## src/rtl/pse_evt_pkg.sv

```systemverilog
package pse_evt_pkg;

  localparam int ADR_IRQ     = 0;
  localparam int ADR_GMASK   = 1;
  localparam int ADR_GEVT    = 2;
  localparam int ADR_GCOR    = 3;
  localparam int ADR_GSTAT   = 4;
  localparam int ADR_PBASE   = 8;
  localparam int ADR_PSTRIDE = 4;
  localparam int OFF_STAT    = 0;
  localparam int OFF_EVT     = 1;
  localparam int OFF_COR     = 2;
  localparam int OFF_MASK    = 3;

  // one strobe per commit step, in commit order
  typedef struct packed {
    logic snap;
    logic commit;
    logic summ;
    logic pin;
  } stage_t;

  function automatic int port_addr(input int p, input int off);
    return ADR_PBASE + p * ADR_PSTRIDE + off;
  endfunction

endpackage

```

## src/rtl/pse_evt_sequencer.sv

```systemverilog
module pse_evt_sequencer
  import pse_evt_pkg::*;
#(
  parameter int NUM_PORTS   = 4,
  parameter int TICK_CYCLES = 3000
) (
  input  logic               clk,
  input  logic               rst_n,
  output logic [NUM_PORTS:0] vis,
  output stage_t             stb
);
  localparam int CW = $clog2(TICK_CYCLES);
  localparam int PW = (NUM_PORTS > 1) ? $clog2(NUM_PORTS) : 1;
  localparam logic [CW-1:0] TICK_LAST = CW'(TICK_CYCLES - 1);
  localparam logic [PW-1:0] PORT_LAST = PW'(NUM_PORTS - 1);

  logic [CW-1:0]      cnt;
  logic [PW-1:0]      slot;
  logic               odd_round;
  logic [3:0]         pipe;
  logic               tick;
  logic [NUM_PORTS:0] vis_next;

  assign tick = (cnt == TICK_LAST);

  always_comb begin
    vis_next = '0;
    vis_next[slot] = 1'b1;
    vis_next[NUM_PORTS] = (slot == PORT_LAST) && odd_round;
  end

  always_ff @(posedge clk) begin
    if (!rst_n) begin
      cnt       <= '0;
      slot      <= '0;
      odd_round <= 1'b0;
      pipe      <= '0;
      vis       <= '0;
    end else begin
      cnt  <= tick ? '0 : cnt + 1'b1;
      pipe <= tick ? 4'b0001 : {pipe[2:0], 1'b0};
      if (tick) begin
        vis <= vis_next;
        if (slot == PORT_LAST) begin
          slot      <= '0;
          odd_round <= ~odd_round;
        end else begin
          slot <= slot + 1'b1;
        end
      end
    end
  end

  assign stb.snap   = pipe[0];
  assign stb.commit = pipe[1];
  assign stb.summ   = pipe[2];
  assign stb.pin    = pipe[3];

endmodule

```

## src/rtl/pse_evt_source.sv

```systemverilog
module pse_evt_source #(
  parameter int FLAG_W = 8
) (
  input  logic              clk,
  input  logic              rst_n,
  input  logic [FLAG_W-1:0] raw,
  input  logic              snap,
  input  logic              commit,
  input  logic              clr,
  input  logic              mask_we,
  input  logic [FLAG_W-1:0] mask_wd,
  output logic [FLAG_W-1:0] status,
  output logic [FLAG_W-1:0] evt,
  output logic [FLAG_W-1:0] pend,
  output logic [FLAG_W-1:0] mask,
  output logic              hit
);
  logic [FLAG_W-1:0] raw_q;
  logic [FLAG_W-1:0] rise;

  assign rise = raw & ~raw_q;
  assign hit  = |(evt & mask);

  always_ff @(posedge clk) begin
    if (!rst_n) begin
      raw_q  <= '0;
      pend   <= '0;
      status <= '0;
      evt    <= '0;
      mask   <= '1;
    end else begin
      raw_q <= raw;
      // edges seen in the commit cycle itself wait for the next visit
      pend  <= (commit ? '0 : pend) | rise;
      if (snap) status <= raw;
      // a commit on the clearing edge survives the clear
      evt   <= (clr ? '0 : evt) | (commit ? pend : '0);
      if (mask_we) mask <= mask_wd;
    end
  end

endmodule

```

## src/rtl/pse_evt_irq.sv

```systemverilog
module pse_evt_irq #(
  parameter int NUM_SRC = 5
) (
  input  logic               clk,
  input  logic               rst_n,
  input  logic               summ_stb,
  input  logic               pin_stb,
  input  logic [NUM_SRC-1:0] vis,
  input  logic [NUM_SRC-1:0] hit,
  output logic [NUM_SRC-1:0] summary,
  output logic               irq_n
);
  always_ff @(posedge clk) begin
    if (!rst_n) begin
      summary <= '0;
      irq_n   <= 1'b1;
    end else begin
      if (summ_stb) summary <= (summary & ~vis) | (hit & vis);
      if (pin_stb)  irq_n   <= ~|summary;
    end
  end

endmodule

```

## src/rtl/pse_event_aggregator.sv

```systemverilog
module pse_event_aggregator
  import pse_evt_pkg::*;
#(
  parameter int NUM_PORTS   = 4,
  parameter int FLAG_W      = 8,
  parameter int ADDR_W      = 5,
  parameter int TICK_CYCLES = 3000
) (
  input  logic                        clk,
  input  logic                        rst_n,
  input  logic [NUM_PORTS*FLAG_W-1:0] port_flags,
  input  logic [FLAG_W-1:0]           glb_flags,
  input  logic                        rd_en,
  input  logic                        wr_en,
  input  logic [ADDR_W-1:0]           addr,
  input  logic [FLAG_W-1:0]           wdata,
  output logic [FLAG_W-1:0]           rdata,
  output logic                        rd_valid,
  output logic                        irq_n
);
  localparam int NUM_SRC = NUM_PORTS + 1;
  localparam int GSRC    = NUM_PORTS;

  logic [NUM_SRC-1:0] vis;
  stage_t             seq_stb;
  logic [NUM_SRC-1:0] hit;
  logic [NUM_SRC-1:0] summary;

  logic [FLAG_W-1:0] p_status [NUM_PORTS];
  logic [FLAG_W-1:0] p_evt    [NUM_PORTS];
  logic [FLAG_W-1:0] p_mask   [NUM_PORTS];

  logic [FLAG_W-1:0] g_status, g_evt, g_pend, g_mask;
  logic              g_commit, g_clr;
  logic [FLAG_W-1:0] rd_mux;

  pse_evt_sequencer #(
    .NUM_PORTS  (NUM_PORTS),
    .TICK_CYCLES(TICK_CYCLES)
  ) u_seq (
    .clk  (clk),
    .rst_n(rst_n),
    .vis  (vis),
    .stb  (seq_stb)
  );

  for (genvar p = 0; p < NUM_PORTS; p++) begin : g_port
    logic              clr_p, we_p;
    logic [FLAG_W-1:0] pend_p;
    assign clr_p = rd_en && (addr == ADDR_W'(port_addr(p, OFF_COR)));
    assign we_p  = wr_en && (addr == ADDR_W'(port_addr(p, OFF_MASK)));

    pse_evt_source #(.FLAG_W(FLAG_W)) u_src (
      .clk    (clk),
      .rst_n  (rst_n),
      .raw    (port_flags[p*FLAG_W +: FLAG_W]),
      .snap   (seq_stb.snap && vis[p]),
      .commit (seq_stb.commit && vis[p]),
      .clr    (clr_p),
      .mask_we(we_p),
      .mask_wd(wdata),
      .status (p_status[p]),
      .evt    (p_evt[p]),
      .pend   (pend_p),
      .mask   (p_mask[p]),
      .hit    (hit[p])
    );
  end

  assign g_commit = seq_stb.commit && vis[GSRC];
  assign g_clr    = rd_en && (addr == ADDR_W'(ADR_GCOR));

  pse_evt_source #(.FLAG_W(FLAG_W)) u_glb (
    .clk    (clk),
    .rst_n  (rst_n),
    .raw    (glb_flags),
    .snap   (seq_stb.snap && vis[GSRC]),
    .commit (g_commit),
    .clr    (g_clr),
    .mask_we(wr_en && (addr == ADDR_W'(ADR_GMASK))),
    .mask_wd(wdata),
    .status (g_status),
    .evt    (g_evt),
    .pend   (g_pend),
    .mask   (g_mask),
    .hit    (hit[GSRC])
  );

  pse_evt_irq #(.NUM_SRC(NUM_SRC)) u_irq (
    .clk     (clk),
    .rst_n   (rst_n),
    .summ_stb(seq_stb.summ),
    .pin_stb (seq_stb.pin),
    .vis     (vis),
    .hit     (hit),
    .summary (summary),
    .irq_n   (irq_n)
  );

  always_comb begin
    rd_mux = '0;
    if (addr == ADDR_W'(ADR_IRQ))   rd_mux = FLAG_W'(summary);
    if (addr == ADDR_W'(ADR_GMASK)) rd_mux = g_mask;
    if (addr == ADDR_W'(ADR_GEVT))  rd_mux = g_evt;
    if (addr == ADDR_W'(ADR_GCOR))  rd_mux = g_evt;
    if (addr == ADDR_W'(ADR_GSTAT)) rd_mux = g_status;
    for (int p = 0; p < NUM_PORTS; p++) begin
      if (addr == ADDR_W'(port_addr(p, OFF_STAT))) rd_mux = p_status[p];
      if (addr == ADDR_W'(port_addr(p, OFF_EVT)))  rd_mux = p_evt[p];
      if (addr == ADDR_W'(port_addr(p, OFF_COR)))  rd_mux = p_evt[p];
      if (addr == ADDR_W'(port_addr(p, OFF_MASK))) rd_mux = p_mask[p];
    end
  end

  always_ff @(posedge clk) begin
    if (!rst_n) begin
      rdata    <= '0;
      rd_valid <= 1'b0;
    end else begin
      rd_valid <= rd_en;
      if (rd_en) rdata <= rd_mux;
    end
  end

endmodule

```

## config.mk

```make
export PLATFORM = sky130hd
export DESIGN_NAME = pse_event_aggregator
export DESIGN_NICKNAME = d
export VERILOG_FILES = /design/src/rtl/pse_evt_pkg.sv /design/src/rtl/pse_evt_sequencer.sv /design/src/rtl/pse_evt_source.sv /design/src/rtl/pse_evt_irq.sv /design/src/rtl/pse_event_aggregator.sv
export SDC_FILE = /design/constraint.sdc
export NUM_CORES = 1
export LEC_CHECK = 0
export BUFFER_PORTS_ARGS = -buffer_cell sky130_fd_sc_hd__buf_2
export CAP_MARGIN = 20
export CORE_MARGIN = 2
export CORE_UTILIZATION = 24
export DETAILED_ROUTE_END_ITERATION = 8
export PLACE_DENSITY = 0.36
export SLEW_MARGIN = 20
export SYNTH_ARGS = -nofsm -noshare
export SYNTH_HDL_FRONTEND = slang
export SYNTH_HIERARCHICAL = 1
export SYNTH_SLANG_ARGS = --single-unit
```

## constraint.sdc

```tcl
create_clock -name clk -period 1.9 [get_ports clk]
set_clock_uncertainty 0.05 [all_clocks]
set_input_delay 0.38 -clock clk [delete_from_list [all_inputs] [get_ports clk]]
set_output_delay 0.38 -clock clk [all_outputs]
set_load 0.1 [all_outputs]
```

==> impl_metrics.xml, run 1 <==
<?xml version="1.0" encoding="UTF-8"?>
<metrics>
  <group name="cts">
    <metric name="clkLatencyLatePin" unit="ps">570</metric>
    <metric name="clock_path_buffers" unit="">3</metric>
    <metric name="postCtsSetupBuffers" unit="">0</metric>
    <metric name="cts_root_buf" unit="">sky130_fd_sc_hd__clkbuf_16</metric>
    <metric name="numClockSinks" unit="">239</metric>
    <metric name="tritoncts" unit="">built</metric>
    <metric name="clkTransAtPathRegs" unit="ps">60</metric>
    <metric name="tritoncts.num_buffers" unit="">30</metric>
    <metric name="cts_max_level" unit="">1</metric>
  </group>
  <group name="finish">
    <metric name="final_cell_mix" unit="">sky130_fd_sc_hd__dfxtp_1, sky130_fd_sc_hd__nand2b_1, sky130_fd_sc_hd__mux2i_1</metric>
    <metric name="layout_commonest_cell" unit="">sky130_fd_sc_hd__dfxtp_1</metric>
    <metric name="final_layout_size_suffix_gt1_share" unit="%">20.0</metric>
    <metric name="final_net_count" unit="">1379</metric>
    <metric name="area_growth" unit="%">26.0</metric>
    <metric name="instances_no_fill" unit="">1941</metric>
  </group>
  <group name="sta">
    <metric name="timing.final.setup_violations" unit="">0</metric>
    <metric name="number_of_hold_slack_violations_in_the_final_timing_report" unit="">0</metric>
    <metric name="hold_ws" unit="ps">16.4</metric>
    <metric name="final_critical_path_setup_slack" unit="ps">55.9</metric>
    <metric name="rsz0062_at_grt" unit="">no</metric>
    <metric name="timing.slew.headroom" unit="%">66.2</metric>
    <metric name="timing.final.crit_share" unit="%">97.1</metric>
    <metric name="timing.fmax" unit="MHz">542</metric>
    <metric name="timing_worst_slew_pin_value" unit="ps">504</metric>
    <metric name="slew_violations" unit="">0</metric>
    <metric name="tmin_final" unit="ps">1840</metric>
  </group>
  <group name="routing">
    <metric name="ant_nets" unit="">0</metric>
    <metric name="via_per_inst" unit="">4.59</metric>
    <metric name="route.detailed.wl_per_inst" unit="um">18.7</metric>
    <metric name="drcViolationCount" unit="">0</metric>
    <metric name="drt_pre_antenna_iters" unit="">5</metric>
    <metric name="via_count" unit="">8901</metric>
    <metric name="drt_iter0_drc" unit="">589</metric>
    <metric name="route.final.wire_length" unit="um">36400</metric>
  </group>
  <group name="critical_path">
    <metric name="crit_family" unit="">buffers and inverters</metric>
    <metric name="timing.critical_path.cells" unit="">buf_2</metric>
    <metric name="worst-path-buf-inv" unit="">1</metric>
    <metric name="crit_path_end_kind" unit="">primary output</metric>
    <metric name="setup.worst_path.start_class" unit="">flop</metric>
    <metric name="cp_max_stage_delay" unit="ps">450</metric>
    <metric name="worst-setup-path-type" unit="">flop to primary output</metric>
    <metric name="cp_data_arrival_time" unit="ps">1410</metric>
    <metric name="timing.critical_path.slowest_stage_cell" unit="">sky130_fd_sc_hd__buf_2</metric>
    <metric name="worst_ep_required_time" unit="ps">1470</metric>
    <metric name="crit_path_max_fanout" unit="">2</metric>
  </group>
  <group name="status">
    <metric name="result_of_the_run" unit="">complete, no violations</metric>
  </group>
  <group name="min_path">
    <metric name="min-delay-path-class" unit="">input pin to flop</metric>
  </group>
  <group name="synth">
    <metric name="post_synth_num_cell_types" unit="">76</metric>
    <metric name="synth.area.mux_share" unit="%">10.6</metric>
    <metric name="synth_enable_flop_cells" unit="">0</metric>
    <metric name="adder_cell_share_of_the_synthesized_area" unit="%">0.563</metric>
    <metric name="yosysTopAreaCell" unit="">sky130_fd_sc_hd__dfxtp_1</metric>
    <metric name="synth.ff_latch_count" unit="">239</metric>
    <metric name="synthesized_area_fraction_occupied_by_ao_oa_aoi_and_oai_cells" unit="%">16.9</metric>
    <metric name="ys_top_cells_by_area" unit="">sky130_fd_sc_hd__dfxtp_1, sky130_fd_sc_hd__mux2i_1, sky130_fd_sc_hd__nand2b_1, sky130_fd_sc_hd__a21boi_1, sky130_fd_sc_hd__nand2_1</metric>
    <metric name="synth.cell_area" unit="sq um">11100</metric>
    <metric name="synthXorXnorAreaFrac" unit="%">0.237</metric>
    <metric name="yosys.area_share.simple" unit="%">24.1</metric>
    <metric name="largest_family_of_logic_cells_by_synthesized_area" unit="">simple AND/OR/NAND/NOR gates</metric>
    <metric name="mappedNetlistNets" unit="">1218</metric>
    <metric name="post-synth-top-area-fraction" unit="%">43.1</metric>
    <metric name="avgSynthCellArea" unit="sq um">9.61</metric>
    <metric name="netlist_instances" unit="">1156</metric>
    <metric name="sequential_element_share_of_the_synthesized_area" unit="%">43.1</metric>
    <metric name="ys.flop_type" unit="">sky130_fd_sc_hd__dfxtp_1</metric>
    <metric name="asyncSetResetFlopFracSynth" unit="%">0</metric>
    <metric name="number_of_warning_messages_in_the_yosys_log" unit="">6</metric>
  </group>
  <group name="grt">
    <metric name="grt_overflow_total" unit="">0</metric>
    <metric name="grt_start_max_net_pins" unit="">59</metric>
    <metric name="grt_usage" unit="%">15.2</metric>
    <metric name="first_pass_grt_wire_length" unit="um">55400</metric>
    <metric name="grt_antenna_before_repair" unit="">0</metric>
    <metric name="grt_pass1_vias" unit="">8852</metric>
  </group>
  <group name="placed_design">
    <metric name="place.gp.congestion" unit="">0.844</metric>
    <metric name="dp_hpwl" unit="um">26800</metric>
    <metric name="preCtsSetupSlack" unit="ps">-461</metric>
    <metric name="placedCellCount" unit="">1850</metric>
    <metric name="numPortBuffers" unit="">66</metric>
  </group>
  <group name="floorplan">
    <metric name="number_of_core_rows" unit="">78</metric>
    <metric name="floorplan.initialDensity" unit="%">24.4</metric>
    <metric name="chip_width" unit="um">219</metric>
    <metric name="coreArea" unit="sq um">45600</metric>
    <metric name="fp.dieArea" unit="sq um">48000</metric>
    <metric name="floorplan.die.height" unit="um">219</metric>
    <metric name="ioPinCount" unit="">67</metric>
  </group>
  <group name="power_and_ir_drop">
    <metric name="switching_power" unit="mW">2.98</metric>
    <metric name="swShare" unit="%">24.6</metric>
    <metric name="vdd_ir_drop_max" unit="V">0.000652</metric>
    <metric name="clock_power_share" unit="%">48.1</metric>
    <metric name="power_frac_seq" unit="%">43.2</metric>
    <metric name="power.combinational.fraction" unit="%">8.7</metric>
    <metric name="p_leak" unit="nW">5.12</metric>
    <metric name="pint" unit="mW">9.12</metric>
    <metric name="power_density" unit="nW/um^2">864</metric>
  </group>
  <group name="job">
    <metric name="timing.max_cap.violations" unit="">0</metric>
  </group>
</metrics>
[cells by family (layout without fill, tap and decap cells)]
group	after synthesis	after routing
AOI/OAI and AO/OA	253	253
xor gates and xnor gates	3	3
adders and majority gates	5	5
buffers and inverters	82	266
DFF	239	239
muxes	116	116
other	0	1
and+or+nand+nor	458	458
[path summary, 6_finish.rpt]
kind                                                  to  cells after the start  slack, ps              startpoint
worst max-delay path                            rdata[0]                      1         60                rdata[0]
worst min-delay path            g_port[2].u_src/raw_q[3]                      2         20          port_flags[19]
worst max register to register                  rdata[2]                      5        160  g_port[1].u_src/evt[2]
worst min register to register              u_seq/cnt[0]                      1        400            u_seq/cnt[0]
[per-layer routing]
metal	part of all wire [%]	track usage, %
met1	49	21.4
met2	44	24.1
met3	3.7	2.18
met4	2.5	4.12
met5	0	0
[power by group through the flow]
| stage | Clock (mW) | Sequential (mW) | Combinational, mW |
|---|---|---|---|
| 2_1_floorplan | 0 | 5.41 | 0.504 |
| 3_3_place_gp | 0 | 5.34 | 0.986 |
| 3_5_place_dp | 0 | 5.34 | 0.990 |
| 4_1_cts | 6.05 | 5.23 | 1.05 |
| 5_1_grt | 6.22 | 5.24 | 1.13 |
| 6_report | 5.82 | 5.23 | 1.05 |
[area by class of cell]
cell class	count	area, sq um
fill	4806	31600
inverter	9	33.8
sequential	239	4780
antenna	1	2.50
clock buffer	42	887
timing repair buffer	202	1570
clock inverter	13	131
multi-input combinational	835	5840
tap	600	751
[flip-flops by register name, indices dropped and copies added, names as in the netlist, 12 cells and up, named ones only]
signal,cells
g_port.u_src/mask,32
g_port.u_src/pend,32
g_port.u_src/evt,32
u_seq/cnt,12
g_port.u_src/raw_q,32
g_port.u_src/status,32
[repair_timing]
| action | 4_1_cts | 5_1_grt |
|---|---|---|
| gates resized for setup | 4 | 2 |
| hold buffers | 35 | 0 |
| endpoints found under the setup margin | 4 | 2 |
| hold endpoints to repair | 35 | 0 |
[cells in the mapped netlist, drive strengths merged, types with 15 or more instances]
| cell | count |
|---|---|
| a22oi | 20 |
| mux2i | 103 |
| o31ai | 15 |
| a21oi | 32 |
| nand3 | 20 |
| nand2b | 137 |
| nor2b | 47 |
| dfxtp | 239 |
| buf | 64 |
| nand2 | 103 |
| nor2 | 28 |
| a211oi | 16 |
| a21boi | 85 |
| and2 | 52 |
| o21ai | 24 |
[per-stage QoR]
step	cell area, sq um	util (%)	TNS [ps]	total power, mW
floorplan	11100	-	0	5.91
global placement	12600	27.6	-11930	6.32
detailed placement	12600	27.6	-10710	6.33
CTS	14000	30.7	0	12.3
global route	14000	30.7	0	12.6
finish	14000	30.7	0	12.1
(Power assumes the default switching activity.)
==> run 2, diff against run 1 <==
CORE_UTILIZATION = 61   (was 24)
PLACE_DENSITY = 0.78   (was 0.36)
==> run 2 against run 1 <==
Net effect: die area decreased by 60%; via count decreased by 0.81%; combinational power decreased by 9%; first-iteration DRC count increased by 16%; routed wire length decreased by 21%; largest cell class unchanged; highest routed layer unchanged.
==> impl_metrics.xml, run 2 (synthesis gave the netlist of run 1 again) <==
<?xml version="1.0" encoding="UTF-8"?>
<metrics>
  <group name="finish">
    <metric name="diodes" unit="">0</metric>
    <metric name="final_net_count" unit="">1332</metric>
    <metric name="multi_input_area" unit="sq um">5850</metric>
    <metric name="layout_commonest_cell" unit="">sky130_fd_sc_hd__dfxtp_1</metric>
    <metric name="final_cell_mix" unit="">sky130_fd_sc_hd__dfxtp_1, sky130_fd_sc_hd__nand2b_1, sky130_fd_sc_hd__mux2i_1</metric>
    <metric name="area_growth" unit="%">15.2</metric>
    <metric name="final-seq-area" unit="sq um">4780</metric>
    <metric name="post-route-util" unit="%">71.5</metric>
    <metric name="final_layout_size_suffix_gt1_share" unit="%">19.3</metric>
    <metric name="final.fill_count" unit="">1420</metric>
  </group>
  <group name="cts">
    <metric name="tritoncts" unit="">built</metric>
    <metric name="numClockSinks" unit="">239</metric>
    <metric name="post_cts_resize_count" unit="">0</metric>
    <metric name="tritoncts.num_buffers" unit="">24</metric>
    <metric name="postCtsSetupBuffers" unit="">0</metric>
    <metric name="cts_root_buf" unit="">sky130_fd_sc_hd__clkbuf_16</metric>
    <metric name="clkLatencyLatePin" unit="ps">530</metric>
    <metric name="cts_max_level" unit="">1</metric>
    <metric name="ctsHoldBuffers" unit="">0</metric>
    <metric name="clock_path_buffers" unit="">3</metric>
    <metric name="clkTransAtPathRegs" unit="ps">60</metric>
  </group>
  <group name="floorplan">
    <metric name="number_of_core_rows" unit="">49</metric>
    <metric name="chip_width" unit="um">139</metric>
    <metric name="ioPinCount" unit="">67</metric>
    <metric name="floorplan.initialDensity" unit="%">62.1</metric>
    <metric name="coreArea" unit="sq um">17900</metric>
    <metric name="floorplan.die.height" unit="um">139</metric>
    <metric name="fp.dieArea" unit="sq um">19300</metric>
  </group>
  <group name="sta">
    <metric name="timing.final.crit_share" unit="%">96.7</metric>
    <metric name="slew_violations" unit="">0</metric>
    <metric name="number_of_hold_slack_violations_in_the_final_timing_report" unit="">0</metric>
    <metric name="timing.final.setup_violations" unit="">0</metric>
    <metric name="rsz0062_at_grt" unit="">no</metric>
    <metric name="finalSetupTns" unit="ps">0</metric>
    <metric name="tmin_final" unit="ps">1840</metric>
    <metric name="timing_worst_slew_pin_value" unit="ps">576</metric>
    <metric name="timing.fmax" unit="MHz">544</metric>
    <metric name="timing.slew.headroom" unit="%">61.6</metric>
  </group>
  <group name="min_path">
    <metric name="min-delay-path-class" unit="">input pin to flop</metric>
  </group>
  <group name="critical_path">
    <metric name="crit_path_max_fanout" unit="">3</metric>
    <metric name="setup.worst_path.start_class" unit="">flop</metric>
    <metric name="timing.critical_path.slowest_stage_cell" unit="">sky130_fd_sc_hd__buf_2</metric>
    <metric name="crit_family" unit="">buffers and inverters</metric>
    <metric name="cp_data_arrival_time" unit="ps">1410</metric>
    <metric name="crit_path_end_kind" unit="">primary output</metric>
    <metric name="worst-setup-path-type" unit="">flop to primary output</metric>
    <metric name="timing.critical_path.cells" unit="">buf_2</metric>
    <metric name="cp_max_stage_delay" unit="ps">460</metric>
    <metric name="worst_ep_required_time" unit="ps">1470</metric>
    <metric name="worst-path-buf-inv" unit="">1</metric>
  </group>
  <group name="routing">
    <metric name="drt_pre_antenna_iters" unit="">5</metric>
    <metric name="drcViolationCount" unit="">0</metric>
    <metric name="route.detailed.wl_per_inst" unit="um">19.0</metric>
    <metric name="ant_nets" unit="">0</metric>
    <metric name="route.final.wire_length" unit="um">28800</metric>
    <metric name="via_per_inst" unit="">5.83</metric>
    <metric name="drt_iter0_drc" unit="">685</metric>
    <metric name="via_count" unit="">8829</metric>
  </group>
  <group name="grt">
    <metric name="grt_antenna_before_repair" unit="">0</metric>
    <metric name="grt_pass1_vias" unit="">8524</metric>
    <metric name="grt_overflow_total" unit="">0</metric>
    <metric name="grt_usage" unit="%">29.3</metric>
    <metric name="first_pass_grt_wire_length" unit="um">45900</metric>
    <metric name="grt_start_max_net_pins" unit="">88</metric>
  </group>
  <group name="placed_design">
    <metric name="numPortBuffers" unit="">66</metric>
    <metric name="dp_hpwl" unit="um">20600</metric>
    <metric name="place.gp.congestion" unit="">0.977</metric>
  </group>
  <group name="power_and_ir_drop">
    <metric name="power_density" unit="nW/um^2">825</metric>
    <metric name="p_leak" unit="nW">4.80</metric>
    <metric name="vdd_ir_drop_max" unit="V">0.000874</metric>
  </group>
  <group name="job">
    <metric name="timing.max_cap.violations" unit="">0</metric>
  </group>
  <group name="status">
    <metric name="result_of_the_run" unit="">complete, no violations</metric>
  </group>
</metrics>
[run 2: changes by cell type in the layout (fill, tap and decap cells not counted), sizes merged]
cell	previous run	this run
clkinvlp	5	0
clkbuf	43	34
clkinv	7	9
bufinv	2	0
dlygate4sd3	35	0
buf	166	161
diode	1	0
[run 2: power breakdown]
part           switching, mW  internal, mW
logic                  0.551         0.407
clock network           1.93          2.45
registers             0.0762          5.15
[run 2: path summary, 6_finish.rpt]
path / depth (start not counted) / slack (ps) / end / start
hold / removal: 2 / 40 / u_glb/raw_q[5] / glb_flags[5]
setup / recovery: 1 / 60 / rdata[4] / rdata[4]
hold reg to reg: 1 / 400 / u_seq/cnt[0] / u_seq/cnt[0]
setup reg to reg: 6 / 110 / rdata[2] / flop
[run 2: layer usage]
metal,share of wire (%),up-vias,global-route usage [%]
met5,0,-,0
met3,6.6,74,5.39
met4,4.1,0,11.0
met1,46,4169,41.5
met2,44,280,45.0
li1,-,4306,-
[run 2: area by class of cell]
cell class / count / area share, %
clock buffers: 34 / 5.22
inverters: 9 / 0.264
clock inverters: 8 / 0.401
repair buffers: 161 / 8.79
flip-flops and latches: 239 / 37.4
multi-input cells: 835 / 45.7
well taps: 229 / 2.24
[run 2: stage by stage]
step | hold WS [ps] | instance area [sq um] | power (mW) | instances | setup slack, ps
detailed placement | 396 | 12100 | 6.27 | 1473 | -291
CTS | 27.8 | 12800 | 10.6 | 1515 | 53.1
global placement | 376 | 12100 | 6.26 | 1473 | -345
finish | 40.6 | 12800 | 10.6 | 1515 | 62.9
global route | 36.0 | 12800 | 10.9 | 1515 | 27.8
floorplan | 368 | 11100 | 5.91 | 1156 | 147
